--- src/rtl/txbd_pkg.sv ---
package txbd_pkg;
    typedef struct packed {
        logic ready;
        logic wrap;
        logic intr;
        logic last;
        logic cont;
    } txbd_flags_t;

    typedef enum logic [1:0] {
        ST_WAIT,
        ST_FETCH,
        ST_CLOSE,
        ST_NEXT
    } txbd_state_t;
endpackage

--- src/rtl/txbd_desc_file.sv ---
module txbd_desc_file
    import txbd_pkg::*;
#(
    parameter int NDESC  = 4,
    parameter int LEN_W  = 8,
    parameter int ADDR_W = 16,
    localparam int IDX_W = (NDESC > 1) ? $clog2(NDESC) : 1
) (
    input  logic                          clk,
    input  logic                          rst_n,
    input  logic                          host_wr_en,
    input  logic [IDX_W-1:0]              host_wr_idx,
    input  txbd_flags_t                   host_wr_flags,
    input  logic [LEN_W-1:0]              host_wr_len,
    input  logic [ADDR_W-1:0]             host_wr_addr,
    input  logic                          close_en,
    input  logic [IDX_W-1:0]              close_idx,
    input  logic                          close_last,
    input  logic                          close_cont,
    output txbd_flags_t [NDESC-1:0]       flags_q,
    output logic [NDESC-1:0][LEN_W-1:0]   len_q,
    output logic [NDESC-1:0][ADDR_W-1:0]  addr_q,
    output logic [NDESC-1:0]              msg_q
);
    for (genvar g = 0; g < NDESC; g++) begin : g_entry
        logic hit_wr;
        logic hit_close;
        assign hit_wr    = host_wr_en && (32'(host_wr_idx) == g);
        assign hit_close = close_en && (32'(close_idx) == g);

        always_ff @(posedge clk or negedge rst_n) begin
            if (!rst_n) begin
                flags_q[g] <= '0;
                len_q[g]   <= '0;
                addr_q[g]  <= '0;
                msg_q[g]   <= 1'b0;
            end else if (hit_wr) begin
                flags_q[g] <= host_wr_flags;
                len_q[g]   <= host_wr_len;
                addr_q[g]  <= host_wr_addr;
                msg_q[g]   <= 1'b0;
            end else if (hit_close) begin
                if (!close_cont) flags_q[g].ready <= 1'b0;
                if (close_last)  msg_q[g]         <= 1'b1;
            end
        end
    end

    assert_close_clears_ready_R5: assert property (@(posedge clk) disable iff (!rst_n)
        (close_en && !close_cont && !host_wr_en) |=> !flags_q[$past(close_idx)].ready);

    assert_cm_keeps_ready_R9: assert property (@(posedge clk) disable iff (!rst_n)
        (close_en && close_cont && !host_wr_en && flags_q[close_idx].ready)
        |=> flags_q[$past(close_idx)].ready);

    assert_last_sets_msg_R4: assert property (@(posedge clk) disable iff (!rst_n)
        (close_en && close_last && !host_wr_en) |=> msg_q[$past(close_idx)]);
endmodule

--- src/rtl/txbd_byte_fifo.sv ---
module txbd_byte_fifo #(
    parameter int DEPTH  = 4,
    parameter int DATA_W = 8,
    localparam int PTR_W = (DEPTH > 1) ? $clog2(DEPTH) : 1,
    localparam int CNT_W = $clog2(DEPTH + 1)
) (
    input  logic              clk,
    input  logic              rst_n,
    input  logic              push,
    input  logic [DATA_W-1:0] push_data,
    input  logic              pop,
    output logic [DATA_W-1:0] head,
    output logic              empty,
    output logic [CNT_W-1:0]  count
);
    logic [DEPTH-1:0][DATA_W-1:0] store_q;
    logic [PTR_W-1:0]             wr_ptr_q;
    logic [PTR_W-1:0]             rd_ptr_q;

    function automatic logic [PTR_W-1:0] bump(input logic [PTR_W-1:0] p);
        return (32'(p) == DEPTH - 1) ? '0 : p + 1'b1;
    endfunction

    assign empty = (count == '0);
    assign head  = store_q[rd_ptr_q];

    always_ff @(posedge clk or negedge rst_n) begin
        if (!rst_n) begin
            store_q  <= '0;
            wr_ptr_q <= '0;
            rd_ptr_q <= '0;
            count    <= '0;
        end else begin
            if (push) begin
                store_q[wr_ptr_q] <= push_data;
                wr_ptr_q          <= bump(wr_ptr_q);
            end
            if (pop && !empty) rd_ptr_q <= bump(rd_ptr_q);
            case ({push, pop && !empty})
                2'b10:   count <= count + 1'b1;
                2'b01:   count <= count - 1'b1;
                default: count <= count;
            endcase
        end
    end

    assert_no_overflow_R11: assert property (@(posedge clk) disable iff (!rst_n)
        push |-> (32'(count) < DEPTH));
endmodule

--- src/rtl/txbd_shifter.sv ---
module txbd_shifter (
    input  logic       clk,
    input  logic       rst_n,
    input  logic       bit_en,
    input  logic       fifo_empty,
    input  logic [7:0] fifo_head,
    output logic       pop,
    output logic       ser_out
);
    logic [6:0] rest_q;
    logic [2:0] left_q;

    assign pop = bit_en && (left_q == 3'd0) && !fifo_empty;

    always_ff @(posedge clk or negedge rst_n) begin
        if (!rst_n) begin
            rest_q  <= '0;
            left_q  <= '0;
            ser_out <= 1'b1;
        end else if (bit_en) begin
            if (left_q != 3'd0) begin
                ser_out <= rest_q[6];
                rest_q  <= {rest_q[5:0], 1'b0};
                left_q  <= left_q - 3'd1;
            end else if (!fifo_empty) begin
                ser_out <= fifo_head[7];
                rest_q  <= fifo_head[6:0];
                left_q  <= 3'd7;
            end else begin
                ser_out <= 1'b1;
            end
        end
    end

    assert_idle_ones_R2: assert property (@(posedge clk) disable iff (!rst_n)
        (bit_en && left_q == 3'd0 && fifo_empty) |=> ser_out);

    assert_msb_first_R3: assert property (@(posedge clk) disable iff (!rst_n)
        pop |=> (ser_out == $past(fifo_head[7])));
endmodule

--- src/rtl/txbd_ctrl.sv ---
module txbd_ctrl
    import txbd_pkg::*;
#(
    parameter int NDESC      = 4,
    parameter int LEN_W      = 8,
    parameter int ADDR_W     = 16,
    parameter int FIFO_DEPTH = 4,
    localparam int IDX_W     = (NDESC > 1) ? $clog2(NDESC) : 1,
    localparam int CNT_W     = $clog2(FIFO_DEPTH + 1)
) (
    input  logic              clk,
    input  logic              rst_n,
    input  txbd_flags_t       cur_flags,
    input  logic [LEN_W-1:0]  cur_len,
    input  logic [ADDR_W-1:0] cur_addr,
    input  logic [CNT_W-1:0]  fifo_count,
    input  logic              urun_clr,
    output logic [IDX_W-1:0]  ptr,
    output logic              rd_en,
    output logic [ADDR_W-1:0] rd_addr,
    output logic              rd_pend,
    output logic              close_en,
    output logic              close_last,
    output logic              close_cont,
    output logic              irq_pulse,
    output logic              urun_flag
);
    txbd_state_t      state_q, state_d;
    txbd_flags_t      fl_q;
    logic [LEN_W-1:0] len_q;
    logic [LEN_W-1:0] issued_q;
    logic [ADDR_W-1:0] base_q;
    logic             load;
    logic             urun_set;
    logic             room;
    logic             all_in;
    logic [IDX_W-1:0] ptr_nxt;

    assign room    = (32'(fifo_count) + 32'(rd_pend)) < FIFO_DEPTH;
    assign all_in  = (issued_q == len_q) && !rd_pend;
    assign ptr_nxt = (fl_q.wrap || 32'(ptr) == NDESC - 1) ? '0 : ptr + 1'b1;

    // state register
    always_ff @(posedge clk or negedge rst_n) begin
        if (!rst_n) state_q <= ST_WAIT;
        else        state_q <= state_d;
    end

    // next state
    always_comb begin
        state_d = state_q;
        unique case (state_q)
            ST_WAIT:  if (cur_flags.ready) state_d = ST_FETCH;
            ST_FETCH: if (all_in && !rd_en) state_d = ST_CLOSE;
            ST_CLOSE: state_d = fl_q.last ? ST_WAIT : ST_NEXT;
            ST_NEXT:  state_d = cur_flags.ready ? ST_FETCH : ST_WAIT;
            default:  state_d = ST_WAIT;
        endcase
    end

    // outputs
    always_comb begin
        load       = 1'b0;
        rd_en      = 1'b0;
        close_en   = 1'b0;
        irq_pulse  = 1'b0;
        urun_set   = 1'b0;
        unique case (state_q)
            ST_WAIT:  load = cur_flags.ready;
            ST_FETCH: rd_en = (issued_q != len_q) && room;
            ST_CLOSE: begin
                close_en  = 1'b1;
                irq_pulse = fl_q.intr;
            end
            ST_NEXT: begin
                load     = cur_flags.ready;
                urun_set = !cur_flags.ready;
            end
            default: ;
        endcase
    end

    assign rd_addr    = base_q + ADDR_W'(issued_q);
    assign close_last = fl_q.last;
    assign close_cont = fl_q.cont;

    // datapath
    always_ff @(posedge clk or negedge rst_n) begin
        if (!rst_n) begin
            fl_q      <= '0;
            len_q     <= '0;
            issued_q  <= '0;
            base_q    <= '0;
            rd_pend   <= 1'b0;
            ptr       <= '0;
            urun_flag <= 1'b0;
        end else begin
            rd_pend <= rd_en;
            if (load) begin
                fl_q     <= cur_flags;
                len_q    <= cur_len;
                base_q   <= cur_addr;
                issued_q <= '0;
            end else if (rd_en) begin
                issued_q <= issued_q + 1'b1;
            end
            if (close_en) ptr <= ptr_nxt;
            if (urun_set)      urun_flag <= 1'b1;
            else if (urun_clr) urun_flag <= 1'b0;
        end
    end

    assert_irq_single_R6: assert property (@(posedge clk) disable iff (!rst_n)
        irq_pulse |=> !irq_pulse);

    assert_urun_sticky_R7: assert property (@(posedge clk) disable iff (!rst_n)
        (urun_flag && !urun_clr) |=> urun_flag);

    assert_ptr_wrap_R10: assert property (@(posedge clk) disable iff (!rst_n)
        (close_en && fl_q.wrap) |=> (ptr == '0));

    assert_fetch_bound_R3: assert property (@(posedge clk) disable iff (!rst_n)
        rd_en |-> (issued_q < len_q));
endmodule

--- src/rtl/txbd_sequencer.sv ---
module txbd_sequencer
    import txbd_pkg::*;
#(
    parameter int NDESC      = 4,
    parameter int LEN_W      = 8,
    parameter int ADDR_W     = 16,
    parameter int FIFO_DEPTH = 4,
    localparam int IDX_W     = (NDESC > 1) ? $clog2(NDESC) : 1,
    localparam int CNT_W     = $clog2(FIFO_DEPTH + 1)
) (
    input  logic              clk,
    input  logic              rst_n,
    input  logic              host_wr_en,
    input  logic [IDX_W-1:0]  host_wr_idx,
    input  logic [4:0]        host_wr_flags,
    input  logic [LEN_W-1:0]  host_wr_len,
    input  logic [ADDR_W-1:0] host_wr_addr,
    input  logic              urun_clr,
    input  logic              bit_en,
    output logic              mem_rd_en,
    output logic [ADDR_W-1:0] mem_rd_addr,
    input  logic [7:0]        mem_rd_data,
    output logic              ser_out,
    output logic              irq_pulse,
    output logic [IDX_W-1:0]  irq_idx,
    output logic              urun_flag,
    output logic [NDESC-1:0]  desc_ready,
    output logic [NDESC-1:0]  desc_msg
);
    txbd_flags_t [NDESC-1:0]        flags_q;
    logic [NDESC-1:0][LEN_W-1:0]    len_q;
    logic [NDESC-1:0][ADDR_W-1:0]   addr_q;
    logic [IDX_W-1:0]               ptr;
    logic                           rd_pend;
    logic                           close_en, close_last, close_cont;
    logic [CNT_W-1:0]               fifo_count;
    logic [7:0]                     fifo_head;
    logic                           fifo_empty, fifo_pop;

    txbd_desc_file #(.NDESC(NDESC), .LEN_W(LEN_W), .ADDR_W(ADDR_W)) u_descs (
        .clk(clk), .rst_n(rst_n),
        .host_wr_en(host_wr_en), .host_wr_idx(host_wr_idx),
        .host_wr_flags(txbd_flags_t'(host_wr_flags)),
        .host_wr_len(host_wr_len), .host_wr_addr(host_wr_addr),
        .close_en(close_en), .close_idx(ptr),
        .close_last(close_last), .close_cont(close_cont),
        .flags_q(flags_q), .len_q(len_q), .addr_q(addr_q), .msg_q(desc_msg)
    );

    txbd_ctrl #(.NDESC(NDESC), .LEN_W(LEN_W), .ADDR_W(ADDR_W),
                .FIFO_DEPTH(FIFO_DEPTH)) u_ctrl (
        .clk(clk), .rst_n(rst_n),
        .cur_flags(flags_q[ptr]), .cur_len(len_q[ptr]), .cur_addr(addr_q[ptr]),
        .fifo_count(fifo_count), .urun_clr(urun_clr),
        .ptr(ptr), .rd_en(mem_rd_en), .rd_addr(mem_rd_addr), .rd_pend(rd_pend),
        .close_en(close_en), .close_last(close_last), .close_cont(close_cont),
        .irq_pulse(irq_pulse), .urun_flag(urun_flag)
    );

    txbd_byte_fifo #(.DEPTH(FIFO_DEPTH), .DATA_W(8)) u_fifo (
        .clk(clk), .rst_n(rst_n),
        .push(rd_pend), .push_data(mem_rd_data),
        .pop(fifo_pop), .head(fifo_head), .empty(fifo_empty), .count(fifo_count)
    );

    txbd_shifter u_shift (
        .clk(clk), .rst_n(rst_n), .bit_en(bit_en),
        .fifo_empty(fifo_empty), .fifo_head(fifo_head),
        .pop(fifo_pop), .ser_out(ser_out)
    );

    assign irq_idx = ptr;

    for (genvar g = 0; g < NDESC; g++) begin : g_rdy
        assign desc_ready[g] = flags_q[g].ready;
    end
endmodule

--- config.mk ---
export PLATFORM = sky130hd
export DESIGN_NAME = txbd_sequencer
export DESIGN_NICKNAME = d
export VERILOG_FILES = /design/src/rtl/txbd_pkg.sv /design/src/rtl/txbd_desc_file.sv /design/src/rtl/txbd_byte_fifo.sv /design/src/rtl/txbd_shifter.sv /design/src/rtl/txbd_ctrl.sv /design/src/rtl/txbd_sequencer.sv
export SDC_FILE = /design/constraint.sdc
export NUM_CORES = 1
export LEC_CHECK = 0
export BUFFER_PORTS_ARGS = -buffer_cell sky130_fd_sc_hd__buf_2
export CAP_MARGIN = 20
export CORE_AREA = 5 5 135 137
export CTS_BUF_LIST = sky130_fd_sc_hd__clkbuf_2 sky130_fd_sc_hd__clkbuf_4 sky130_fd_sc_hd__clkbuf_8
export CTS_CLUSTER_DIAMETER = 200
export DETAILED_ROUTE_END_ITERATION = 7
export DIE_AREA = 0 0 140 142
export PLACE_DENSITY_LB_ADDON = 0.1
export SLEW_MARGIN = 30
export SYNTH_ARGS = -nofsm -noshare
export SYNTH_HDL_FRONTEND = slang
export SYNTH_SLANG_ARGS = --single-unit
export TNS_END_PERCENT = 10
--- constraint.sdc ---
create_clock -name clk -period 3 [get_ports clk]
set_input_delay 0.6 -clock clk [delete_from_list [all_inputs] [get_ports clk]]
set_output_delay 0.6 -clock clk [all_outputs]
set_load 0.005 [all_outputs]
==> results of run 1 <==
cells by family after synthesis:
kind of cell | Yosys count
DFF | 212
buffers and inverters | 66
xor gates and xnor gates | 26
and+or+nand+nor | 345
muxes | 134
adders and majority gates | 28
AOI/OAI and AO/OA | 62
per-stage QoR:
stage          instances  setup WS [ns]  cell area, um2  hold WS, ns  util, %
3_3_place_gp        1146          0.324           10500        0.452     62.3
4_1_cts             1213        -0.0529           11400        0.175     67.4
3_5_place_dp        1146          0.227           10500        0.458     62.3
6_report            1213        -0.0358           11400        0.146     67.6
5_1_grt             1213         -0.159           11400        0.195     67.6
2_1_floorplan        873          0.565            9910        0.304        -
sequential cells by signal, indices dropped and copies added, names as in the netlist, 2 cells and up:
register / count
u_descs.msg_q: 4
u_fifo.rd_ptr_q: 2
u_ctrl.ptr: 2
u_ctrl.issued_q: 8
u_ctrl.base_q: 16
u_shift.left_q: 3
u_descs.flags_q: 20
u_descs.len_q: 32
u_ctrl.len_q: 8
u_fifo.wr_ptr_q: 2
u_fifo.store_q: 32
u_shift.rest_q: 7
u_fifo.count: 3
u_ctrl.state_q: 2
u_ctrl.fl_q: 2
u_descs.addr_q: 64
report_power, final:
part	switching (mW)	total [mW]	internal, mW
Combinational	1.67	3.32	1.65
Clock	1.10	2.58	1.48
Sequential	0.619	4.32	3.70
Total	3.39	10.2	6.83
worst max-delay path, stage by stage (launching register included):
cell	delay, ns
dfrtp_2	0.44
buf_6	0.13
fa_2	0.40
a211oi_2	0.24
nor2_2	0.09
o21a_2	0.25
buf_6	0.12
xor2_1	0.13
buf_2	0.13
layer usage:
layer  up-vias  global-route usage, %  routed length, um
met4         2                   6.12                333
met5         -                      0                  7
met2       199                   37.5              11000
li1       3156                      -                  -
met1      3460                   33.9              10100
met3        32                   5.11               1360
layout by cell type (no fill, tap or decap), types with 3 or more instances in the layout:
cell type    n
nand2_1    282
dfrtp_1    204
mux2_2      88
buf_2       72
clkbuf_8    45
mux4_2      37
inv_1       23
ha_1        22
buf_4       20
o21ai_0     18
xnor2_1     18
nor2_1      13
clkbuf_4    13
nand3_1     11
nand2b_1     9
mux2i_1      9
a21oi_1      8
xor2_1       7
dfrtp_2      7
and3_1       6
o211ai_1     6
a31oi_1      5
nand4_1      5
a21o_1       4
o21ai_1      4
ha_4         4
or3_1        3
or4_1        3
buf_12       3
layout make-up:
type                    instances  area [um2]  share of cell area (%)
repair buffers                 98         607                    5.30
multi-input cells             595        4440                    38.8
well taps                     225         282                    2.46
inverters                      23        86.3                   0.754
clock buffers                  57         703                    6.14
clock inverters                 3        20.0                   0.175
flip-flops and latches        212        5320                    46.4
final timing paths:
path,endpoint,start
max in group asynchronous,u_descs.addr_q[63]$_DFFE_PN0P_,rst_n
worst max register to register,u_fifo.count[2]$_DFFE_PN0P_,u_shift.left_q[0]$_DFFE_PN0P_
worst max-delay path,mem_rd_addr[8],u_ctrl.base_q[1]$_DFFE_PN0P_
worst min register to register,u_shift.ser_out$_DFFE_PN1P_,u_shift.ser_out$_DFFE_PN1P_
worst min-delay path,u_ctrl.base_q[14]$_DFFE_PN0P_,rst_n
min in group clk,u_ctrl.urun_flag$_DFFE_PN0P_,urun_clr
timing repair:
action / 4_1_cts / 5_1_grt
pin swaps: 9 / 5
gates resized for setup: 18 / 7
endpoints found under the setup margin: 9 / 10
buffers inserted: 7 / 0
endpoints found under the hold margin: 0 / 0
==> results.py, run 1 <==
metrics = {
    "hold_path": {
        "hold_class": "primary input to async pin",
    },
    "cts": {
        "cts_buffers": 36,
        "cts_tree": "built",
        "cts_max_level": 2,
        "clk_pin_slew_worst_paths_ns": 0.06,
        "cts_hold_buffers": 0,
        "root_buffer": "clkbuf_8",
        "clk_path_buf_depth": 3,
        "cts.sinks": 212,
        "clk_latency_ns": 0.51,
    },
    "synthesis": {
        "synthSimpleGateAreaFrac_pct": 14.2,
        "synth_ff_type": "dfrtp_1",
        "syn_avg_cell_area_um2": 11.4,
        "synth-edff-count": 0,
        "synthTopCellsByArea": "dfrtp_1 (53%), nand2_1 (11%), mux2_2 (10%)",
        "synth_async_sr_flop_share_pct": 100,
        "synth_top_family_by_area": "multiplexers",
        "synthTopCellsByCount": "nand2_1 (282), dfrtp_1 (211), mux2_2 (88)",
        "synth_xor_xnor_area_share_pct": 2.30,
        "ys_ff_latch": 212,
        "synth_cell_types": 46,
        "seq_area_frac_synth_pct": 53.5,
        "yosysWarnings": 0,
        "synth-compound-area-share_pct": 4.04,
        "syn_nets": 945,
        "synth_top_cell_area_share_pct": 53.3,
        "synth_area_um2": 9910,
        "synth.area.mux_share_pct": 19.3,
        "netlist_instances": 873,
        "yosysMostFrequentCell": "nand2_1",
        "synth_fa_ha_area_share_pct": 3.69,
        "synth_top_cell_by_area": "dfrtp_1",
    },
    "place": {
        "dp_hpwl_um": 15200,
        "place_congestion": 0.789,
        "io_buffers": 73,
    },
    "finish": {
        "finalNetCount": 1038,
        "syn2layout_area_growth_pct": 15.5,
        "drive_above_1_share_pct": 31.4,
        "antenna_cells": 0,
        "fillCellCount": 1313,
    },
    "power_and_ir_drop": {
        "power_density_nw_per_um2": 892,
        "peakVddDrop_v": 0.000565,
        "finalPower_mw": 10.2,
        "leakage_nw": 5.45,
    },
    "timing": {
        "setup_ws_ns": -0.0358,
        "slew_headroom_pct": 49.1,
        "rsz0062_at_grt": "yes",
        "finalCritPeriodShare_pct": 101,
        "hold_violations": 0,
        "fmax_ghz": 0.329,
        "slew_viol_final": 0,
        "finalSetupTns_ns": -0.0815,
        "setup_viol": 4,
        "fin_crit_ns": 3.04,
        "finClkSkew_ns": 0.0144,
        "worst_pin_slew_ns": 0.763,
    },
    "routing": {
        "vias": 6849,
        "drc": 0,
        "drt_iter0_markers": 435,
        "post_drt_wl_per_cell_um": 18.8,
        "via_per_inst": 5.65,
        "firstDrtPassIters": 6,
        "drt_wl_total_um": 22800,
        "ant_nets": 0,
    },
    "status": {
        "violations": "setup timing",
        "outcome": "finished, violations left",
    },
    "floorplan": {
        "top_level_ports": 74,
        "core_um2": 16900,
        "rows": 48,
        "die_area_um2": 19900,
        "die_w_um": 140,
        "die_y_um": 142,
        "start_util_pct": 58.5,
    },
    "setup_path": {
        "arrival_ns": 2.44,
        "worst_r2r_path_depth": 11,
        "path_class": "flip-flop to primary output",
        "critPathCaptureType": "primary output",
        "worstPathRequired_ns": 2.40,
        "startpoint_type": "flip-flop",
        "cp_max_fo": 4,
        "r2r_setup_slack_ns": 0.69,
    },
    "global_route": {
        "grt_start_max_net_pins": 91,
        "grt_pass1_vias": 7303,
        "grt_pass1_wl_um": 37700,
        "grtUsageTotal_pct": 23.6,
        "antenna_found_initial": 1,
        "grt.overflow.total": 0,
    },
    "run": {
        "drv_cap": 0,
    },
}
No activity file was read; power rests on OpenSTA's default activity.
==> inputs of run 2 (changes only) <==
--- a/config.mk
+++ b/config.mk
@@ -7,14 +7,15 @@
 export LEC_CHECK = 0
 export BUFFER_PORTS_ARGS = -buffer_cell sky130_fd_sc_hd__buf_2
 export CAP_MARGIN = 20
-export CORE_AREA = 5 5 135 137
+export CORE_AREA = 5 5 137 139
 export CTS_BUF_LIST = sky130_fd_sc_hd__clkbuf_2 sky130_fd_sc_hd__clkbuf_4 sky130_fd_sc_hd__clkbuf_8
 export CTS_CLUSTER_DIAMETER = 200
 export DETAILED_ROUTE_END_ITERATION = 7
-export DIE_AREA = 0 0 140 142
+export DIE_AREA = 0 0 142 144
 export PLACE_DENSITY_LB_ADDON = 0.1
 export SLEW_MARGIN = 30
 export SYNTH_ARGS = -nofsm -noshare
 export SYNTH_HDL_FRONTEND = slang
+export SYNTH_HIERARCHICAL = 1
 export SYNTH_SLANG_ARGS = --single-unit
 export TNS_END_PERCENT = 10
==> run 2 against run 1 <==
The flow still finishes with violations (setup timing). First-iteration DRC count is 27% lower. Die area is 2.9% higher. Final cell count is 10% lower. Clock power hardly changed. Clock skew is 0.0072 ns higher. Routed wire length is 5.6% lower. Synthesized cell count is 15% lower. Area after synthesis is 3.1% higher. Critical path type unchanged. Critical endpoint is now mem_rd_addr[12].
==> results.py, run 2 <==
metrics = {
    "power_and_ir_drop": {
        "p_clk_share_pct": 23.6,
        "power_frac_seq_pct": 41.0,
        "power_density_nw_per_um2": 927,
        "switching_share_pct": 33.4,
        "leakage_nw": 5.36,
        "peakVddDrop_v": 0.000476,
        "power.switching_mw": 3.61,
        "comb_power_share_pct": 35.4,
        "p_int_mw": 7.19,
    },
    "place": {
        "io_buffers": 73,
        "dp_hpwl_um": 14400,
        "dpl_worst_slack_ns": 0.174,
        "place_congestion": 0.851,
        "post_dp_cell_area_um2": 10700,
    },
    "timing": {
        "setup_ws_ns": -0.0214,
        "fmax_ghz": 0.331,
        "slew_headroom_pct": 50.9,
        "finalCritPeriodShare_pct": 101,
        "slew_viol_final": 0,
        "rsz0062_at_grt": "yes",
        "fin_crit_ns": 3.02,
        "finClkSkew_ns": 0.0216,
        "hold_violations": 0,
        "worst_pin_slew_ns": 0.737,
        "setup_viol": 2,
        "finalSetupTns_ns": -0.0384,
    },
    "setup_path": {
        "startpoint_type": "flip-flop",
        "critPathCaptureType": "primary output",
        "path_class": "flip-flop to primary output",
        "arrival_ns": 2.42,
        "cp_max_fo": 4,
        "worstPathRequired_ns": 2.40,
    },
    "finish": {
        "largest-register": "u_descs/addr_q",
        "fin_area_um2": 11700,
        "drive_above_1_share_pct": 45.6,
        "layout_commonest_cell": "dfrtp_1",
        "finalNetCount": 906,
        "largest_reg_flops": 64,
        "syn2layout_area_growth_pct": 14.0,
        "reg_top3": "u_descs/addr_q x64, u_descs/len_q x32, u_fifo/store_q x32",
        "mostFrequentLayoutCells": "dfrtp_1 (207), mux2_2 (125), nand2_1 (100), buf_2 (72), clkbuf_8 (47)",
        "fillCellCount": 1346,
    },
    "global_route": {
        "use_met1_pct": 29.8,
        "grtUsageTotal_pct": 22.4,
        "grt_pass1_wl_um": 36500,
        "grt.met3_usage_pct": 5.22,
        "grt_pass1_vias": 7082,
        "grt_util_met2_pct": 37.7,
        "grt.busiest_layer": "met2",
        "antenna_found_initial": 0,
        "grt_start_max_net_pins": 82,
        "grt.overflow.total": 0,
    },
    "floorplan": {
        "start_util_pct": 58.3,
        "core_um2": 17500,
        "die_area_um2": 20400,
        "top_level_ports": 74,
        "rows": 49,
        "die_w_um": 142,
        "die_y_um": 144,
    },
    "run": {
        "drv_cap": 0,
    },
    "synthesis": {
        "syn_nets": 808,
        "syn_avg_cell_area_um2": 13.8,
        "seq_area_frac_synth_pct": 51.9,
        "ys_ff_latch": 212,
        "yosysWarnings": 6,
        "synth_area_um2": 10200,
        "synth-edff-count": 0,
        "synth_top_cell_area_share_pct": 51.6,
        "synthTopCellsByCount": "dfrtp_1 (211), mux2_2 (125), nand2_1 (101)",
        "synth_cell_types": 74,
        "netlist_instances": 739,
        "synth_top_cell_by_area": "dfrtp_1",
        "synth_async_sr_flop_share_pct": 100,
        "synth_ff_type": "dfrtp_1",
        "yosysMostFrequentCell": "dfrtp_1",
        "synthTopCellsByArea": "dfrtp_1 (52%), mux2_2 (14%), mux4_2 (7.9%)",
    },
    "cts": {
        "cts_max_level": 2,
        "cts_hold_buffers": 0,
        "cts_buffers": 36,
        "clk_pin_slew_worst_paths_ns": 0.06,
        "cts.sinks": 212,
        "cts_tree": "built",
        "clk_latency_ns": 0.52,
        "clk_path_buf_depth": 3,
        "root_buffer": "clkbuf_8",
    },
    "routing": {
        "vias": 6211,
        "post_drt_wl_per_cell_um": 19.7,
        "firstDrtPassIters": 4,
        "ant_nets": 0,
        "drc": 0,
        "drt_iter0_markers": 316,
        "drt_wl_total_um": 21500,
        "via_per_inst": 5.70,
    },
    "status": {
        "outcome": "finished, violations left",
        "violations": "setup timing",
    },
    "hold_path": {
        "hold_class": "primary input to async pin",
    },
}
## run 2: cell count changes in the layout (fill, tap and decap cells not counted), moves of 6 or more
| cell | before | now |
|---|---|---|
| nand2b_1 | 9 | 2 |
| mux2_4 | 0 | 20 |
| nand2_1 | 282 | 100 |
| mux2i_1 | 9 | 3 |
| clkbuf_4 | 13 | 5 |
| xnor2_1 | 18 | 10 |
| o22ai_2 | 0 | 6 |
| o21ai_0 | 18 | 5 |
| clkinv_2 | 1 | 7 |
| xor2_1 | 7 | 14 |
| mux2_2 | 88 | 125 |
## run 2: stage by stage
stage	utilization (%)	power (mW)	hold WS (ns)	instances
detailed placement	61.2	8.20	0.458	1024
finish	66.5	10.8	0.117	1090
global route	66.5	11.6	0.144	1088
CTS	66.2	10.9	0.125	1088
global placement	61.2	8.00	0.448	1024
floorplan	-	7.12	0.304	739
## run 2: cells by family (layout without fill, tap and decap cells)
logic type	count (synthesis)	in the layout	share of synthesized area, %
and+or+nand+nor	166	166	8.55
DFF	212	212	51.9
adders and majority gates	25	25	3.21
other	0	2	0
muxes	187	187	25.4
buffers and inverters	59	179	3.79
AOI/OAI and AO/OA	62	62	4.75
xor gates and xnor gates	28	28	2.40
## run 2: repair_timing
action / 4_1_cts / 5_1_grt
buffers inserted: 4 / 0
endpoints found under the hold margin: 0 / 0
gates resized for setup: 22 / 6
cloned: 0 / 0
endpoints found under the setup margin: 10 / 9
pin swaps: 13 / 5
## run 2: worst max-delay path, cell delays in order, from the launching register on
cell and delay [ns]:
dfrtp_1 0.39, ha_2 0.20, fa_2 0.35, a21o_1 0.19, o21ai_2 0.19, a32oi_4 0.19
nand2_1 0.12, xnor2_1 0.12, buf_2 0.14
## run 2: worst paths after layout
kind	startpoint	end	slack (ns)	depth (start not counted)
setup / recovery	u_ctrl/issued_q[0]$_DFFE_PN0P_	mem_rd_addr[12]	-0.02	8
hold / removal	rst_n	u_shift/rest_q[1]$_DFFE_PN0P_	0.12	1
setup reg to reg	u_shift/left_q[0]$_DFFE_PN0P_	u_fifo/count[2]$_DFFE_PN0P_	0.50	12
hold reg to reg	u_shift/ser_out$_DFFE_PN1P_	u_shift/ser_out$_DFFE_PN1P_	0.46	2
max in group asynchronous	rst_n	u_descs/len_q[16]$_DFFE_PN0P_	2.09	2
min in group clk	urun_clr	u_ctrl/urun_flag$_DFFE_PN0P_	0.27	2
## run 2: layout make-up
class	count	area (um2)	share of cell area, %
Antenna cell	2	5.00	0.0429
Inverter	24	90.1	0.773
Sequential cell	212	5310	45.5
Multi-Input combinational cell	468	4700	40.3
Clock buffer	51	671	5.75
Clock inverter	9	50.0	0.429
Tap cell	229	287	2.46
Timing Repair Buffer	95	552	4.73
## run 2: power groups by stage
stage,clock network (mW),registers [mW],logic [mW]
global route,2.79,4.54,4.22
detailed placement,0,4.45,3.74
global placement,0,4.37,3.63
floorplan,0,4.22,2.90
CTS,2.63,4.42,3.83
finish,2.55,4.43,3.82
## run 2: routing by layer
| layer | vias to the layer above | routed length [um] | part of all wire (%) |
|---|---|---|---|
| met1 | 3214 | 9430 | 44 |
| li1 | 2853 | - | - |
| met3 | 27 | 957 | 4.4 |
| met2 | 117 | 10800 | 50 |
| met5 | - | 0 | 0 |
| met4 | 0 | 316 | 1.5 |
==> inputs of run 3 (changes only) <==
--- a/config.mk
+++ b/config.mk
@@ -7,11 +7,11 @@
 export LEC_CHECK = 0
 export BUFFER_PORTS_ARGS = -buffer_cell sky130_fd_sc_hd__buf_2
 export CAP_MARGIN = 20
-export CORE_AREA = 5 5 137 139
+export CORE_AREA = 5 5 166 168
 export CTS_BUF_LIST = sky130_fd_sc_hd__clkbuf_2 sky130_fd_sc_hd__clkbuf_4 sky130_fd_sc_hd__clkbuf_8
 export CTS_CLUSTER_DIAMETER = 200
 export DETAILED_ROUTE_END_ITERATION = 7
-export DIE_AREA = 0 0 142 144
+export DIE_AREA = 0 0 171 173
 export PLACE_DENSITY_LB_ADDON = 0.1
 export SLEW_MARGIN = 30
 export SYNTH_ARGS = -nofsm -noshare
==> constraint.sdc (replaced) <==
create_clock -name clk -period 3.3 [get_ports clk]
set_input_delay 0.66 -clock clk [delete_from_list [all_inputs] [get_ports clk]]
set_output_delay 0.66 -clock clk [all_outputs]
set_load 0.005 [all_outputs]
==> run 3 against run 2 <==
The run now ends clean. Setup slack better by 0.16 ns. Sequential share of layout area is 0.25 points lower. Clock power is 4% higher. Final cell count is 9.2% higher. Power is 6.6% lower. Via count is 0.87% higher. Clock skew is 0.0054 ns higher. Non-clock buffer count is 12 lower. Combinational power is 9.9% lower. Global-route usage is 6.6 points lower. Critical path type unchanged.
==> results.py, run 3 (synthesis gave the netlist of run 2 again) <==
metrics = {
    "place": {
        "dp_hpwl_um": 14900,
        "io_buffers": 73,
        "place_congestion": 0.796,
    },
    "timing": {
        "slew_headroom_pct": 42.5,
        "finalCritPeriodShare_pct": 95.9,
        "slew_viol_final": 0,
        "finalSetupTns_ns": 0,
        "setup_viol": 0,
        "fin_crit_ns": 3.16,
        "hold_violations": 0,
        "finClkSkew_ns": 0.0270,
        "fmax_ghz": 0.316,
        "whs_ns": 0.172,
        "worst_pin_slew_ns": 0.862,
    },
    "setup_path": {
        "path_class": "flip-flop to primary output",
        "crit_path_cell_trace": "ha_1 > fa_2 > a21o_1 > o21ai_2 > a32oi_4 > nand3_1 > xnor2_1 > buf_2",
        "critPathCaptureType": "primary output",
        "arrival_ns": 2.50,
        "cpMaxStageDelayCell": "dfrtp_1",
        "worstPathRequired_ns": 2.64,
        "startpoint_type": "flip-flop",
        "critPathBufInv": 1,
        "slowest_delay_ns": 0.38,
        "path_delay_family": "adder cells",
        "cp_max_fo": 4,
    },
    "cts": {
        "cts.sinks": 212,
        "cts_max_level": 2,
        "cts_buffers": 40,
        "clk_path_buf_depth": 3,
        "cts_setup_buffers": 0,
        "clk_latency_ns": 0.53,
        "cts_hold_buffers": 0,
        "clk_pin_slew_worst_paths_ns": 0.06,
        "root_buffer": "clkbuf_8",
        "cts_tree": "built",
    },
    "finish": {
        "antenna_cells": 0,
        "syn2layout_area_growth_pct": 14.6,
        "mostFrequentLayoutCells": "dfrtp_1 (210), mux2_2 (125), nand2_1 (101), buf_2 (72), clkbuf_8 (52)",
        "layout_commonest_cell": "dfrtp_1",
        "largest-register": "u_descs/addr_q",
        "reg_top3": "u_descs/addr_q x64, u_descs/len_q x32, u_fifo/store_q x32",
        "seq_area_um2": 5310,
        "finalNetCount": 898,
        "postLayoutCoreUtil_pct": 45.5,
        "largest_reg_flops": 64,
        "fillCellCount": 2339,
        "multiInputGateArea_um2": 4580,
        "drive_above_1_share_pct": 43.5,
    },
    "power_and_ir_drop": {
        "peakVddDrop_v": 0.000323,
        "leakage_nw": 5.36,
        "power_density_nw_per_um2": 861,
    },
    "routing": {
        "via_per_inst": 5.26,
        "firstDrtPassIters": 4,
        "ant_nets": 0,
        "drt_wl_total_um": 23100,
        "drt_iter0_markers": 258,
        "drc": 0,
        "vias": 6265,
        "post_drt_wl_per_cell_um": 19.4,
    },
    "floorplan": {
        "start_util_pct": 39.7,
        "top_level_ports": 74,
        "rows": 59,
        "die_area_um2": 29600,
        "die_y_um": 173,
        "die_w_um": 171,
        "core_um2": 25800,
    },
    "status": {
        "outcome": "complete, no violations",
    },
    "global_route": {
        "grt_pass1_vias": 6947,
        "grt_start_max_net_pins": 79,
        "grt.overflow.total": 0,
        "grtUsageTotal_pct": 15.8,
        "antenna_found_initial": 2,
        "grt_pass1_wl_um": 37300,
    },
    "hold_path": {
        "hold_class": "primary input to async pin",
    },
    "run": {
        "drv_cap": 0,
    },
}
[run 3: cell types whose count changed in the layout (fill, tap and decap cells not counted), sizes merged]
cell	previous run	this run
inv	24	25
clkinv	7	3
clkinvlp	2	0
clkbuf	52	64
bufinv	0	1
diode	2	0
buf	94	82
[run 3: worst paths after layout]
path	startpoint	end	slack, ns	cells after the start
setup / recovery	u_ctrl/issued_q[0]$_DFFE_PN0P_	mem_rd_addr[10]	0.14	8
hold / removal	rst_n	u_descs/len_q[22]$_DFFE_PN0P_	0.17	1
setup reg to reg	u_shift/left_q[0]$_DFFE_PN0P_	u_fifo/count[2]$_DFFE_PN0P_	0.51	12
hold reg to reg	u_shift/ser_out$_DFFE_PN1P_	u_shift/ser_out$_DFFE_PN1P_	0.47	2
max in group asynchronous	rst_n	u_descs/len_q[19]$_DFFE_PN0P_	2.31	2
min in group clk	urun_clr	u_ctrl/urun_flag$_DFFE_PN0P_	0.33	2
[run 3: area by class of cell]
type,instances,area share [%]
clock inverter,5,0.459
inverter,24,0.769
sequential,212,45.3
clock buffer,63,6.76
multi-input combinational,468,39.1
timing repair buffer,83,4.05
tap,335,3.58
[run 3: layer usage]
metal | routed length, um | track usage, % | vias up
li1 | - | - | 2839
met1 | 9890 | 20.2 | 3250
met2 | 11600 | 26.8 | 127
met3 | 1130 | 3.52 | 45
met4 | 413 | 4.49 | 4
met5 | 40 | 0 | -
[run 3: what timing repair did]
item                       CTS  global route
hold endpoints to repair     0             0
setup endpoints to repair    8             8
pin swaps                    2             0
cloned                       0             0
gates resized for setup      5             5
[run 3: power by group]
| part | switching (mW) | internal, mW |
|---|---|---|
| Clock | 1.07 | 1.59 |
| Sequential | 0.566 | 3.42 |
| Combinational | 1.70 | 1.75 |
| Total | 3.33 | 6.76 |
[run 3: through the flow]
stage | power, mW | worst slack [ns] | cell area (um2) | std cells
after floorplan | 6.47 | 0.773 | 10200 | 739
final | 10.1 | 0.136 | 11700 | 1190
after global placement | 7.34 | 0.486 | 10800 | 1122
after CTS | 10.3 | 0.0197 | 11700 | 1190
after global routing | 10.8 | -0.00724 | 11700 | 1190
after detailed placement | 7.50 | 0.429 | 10800 | 1122
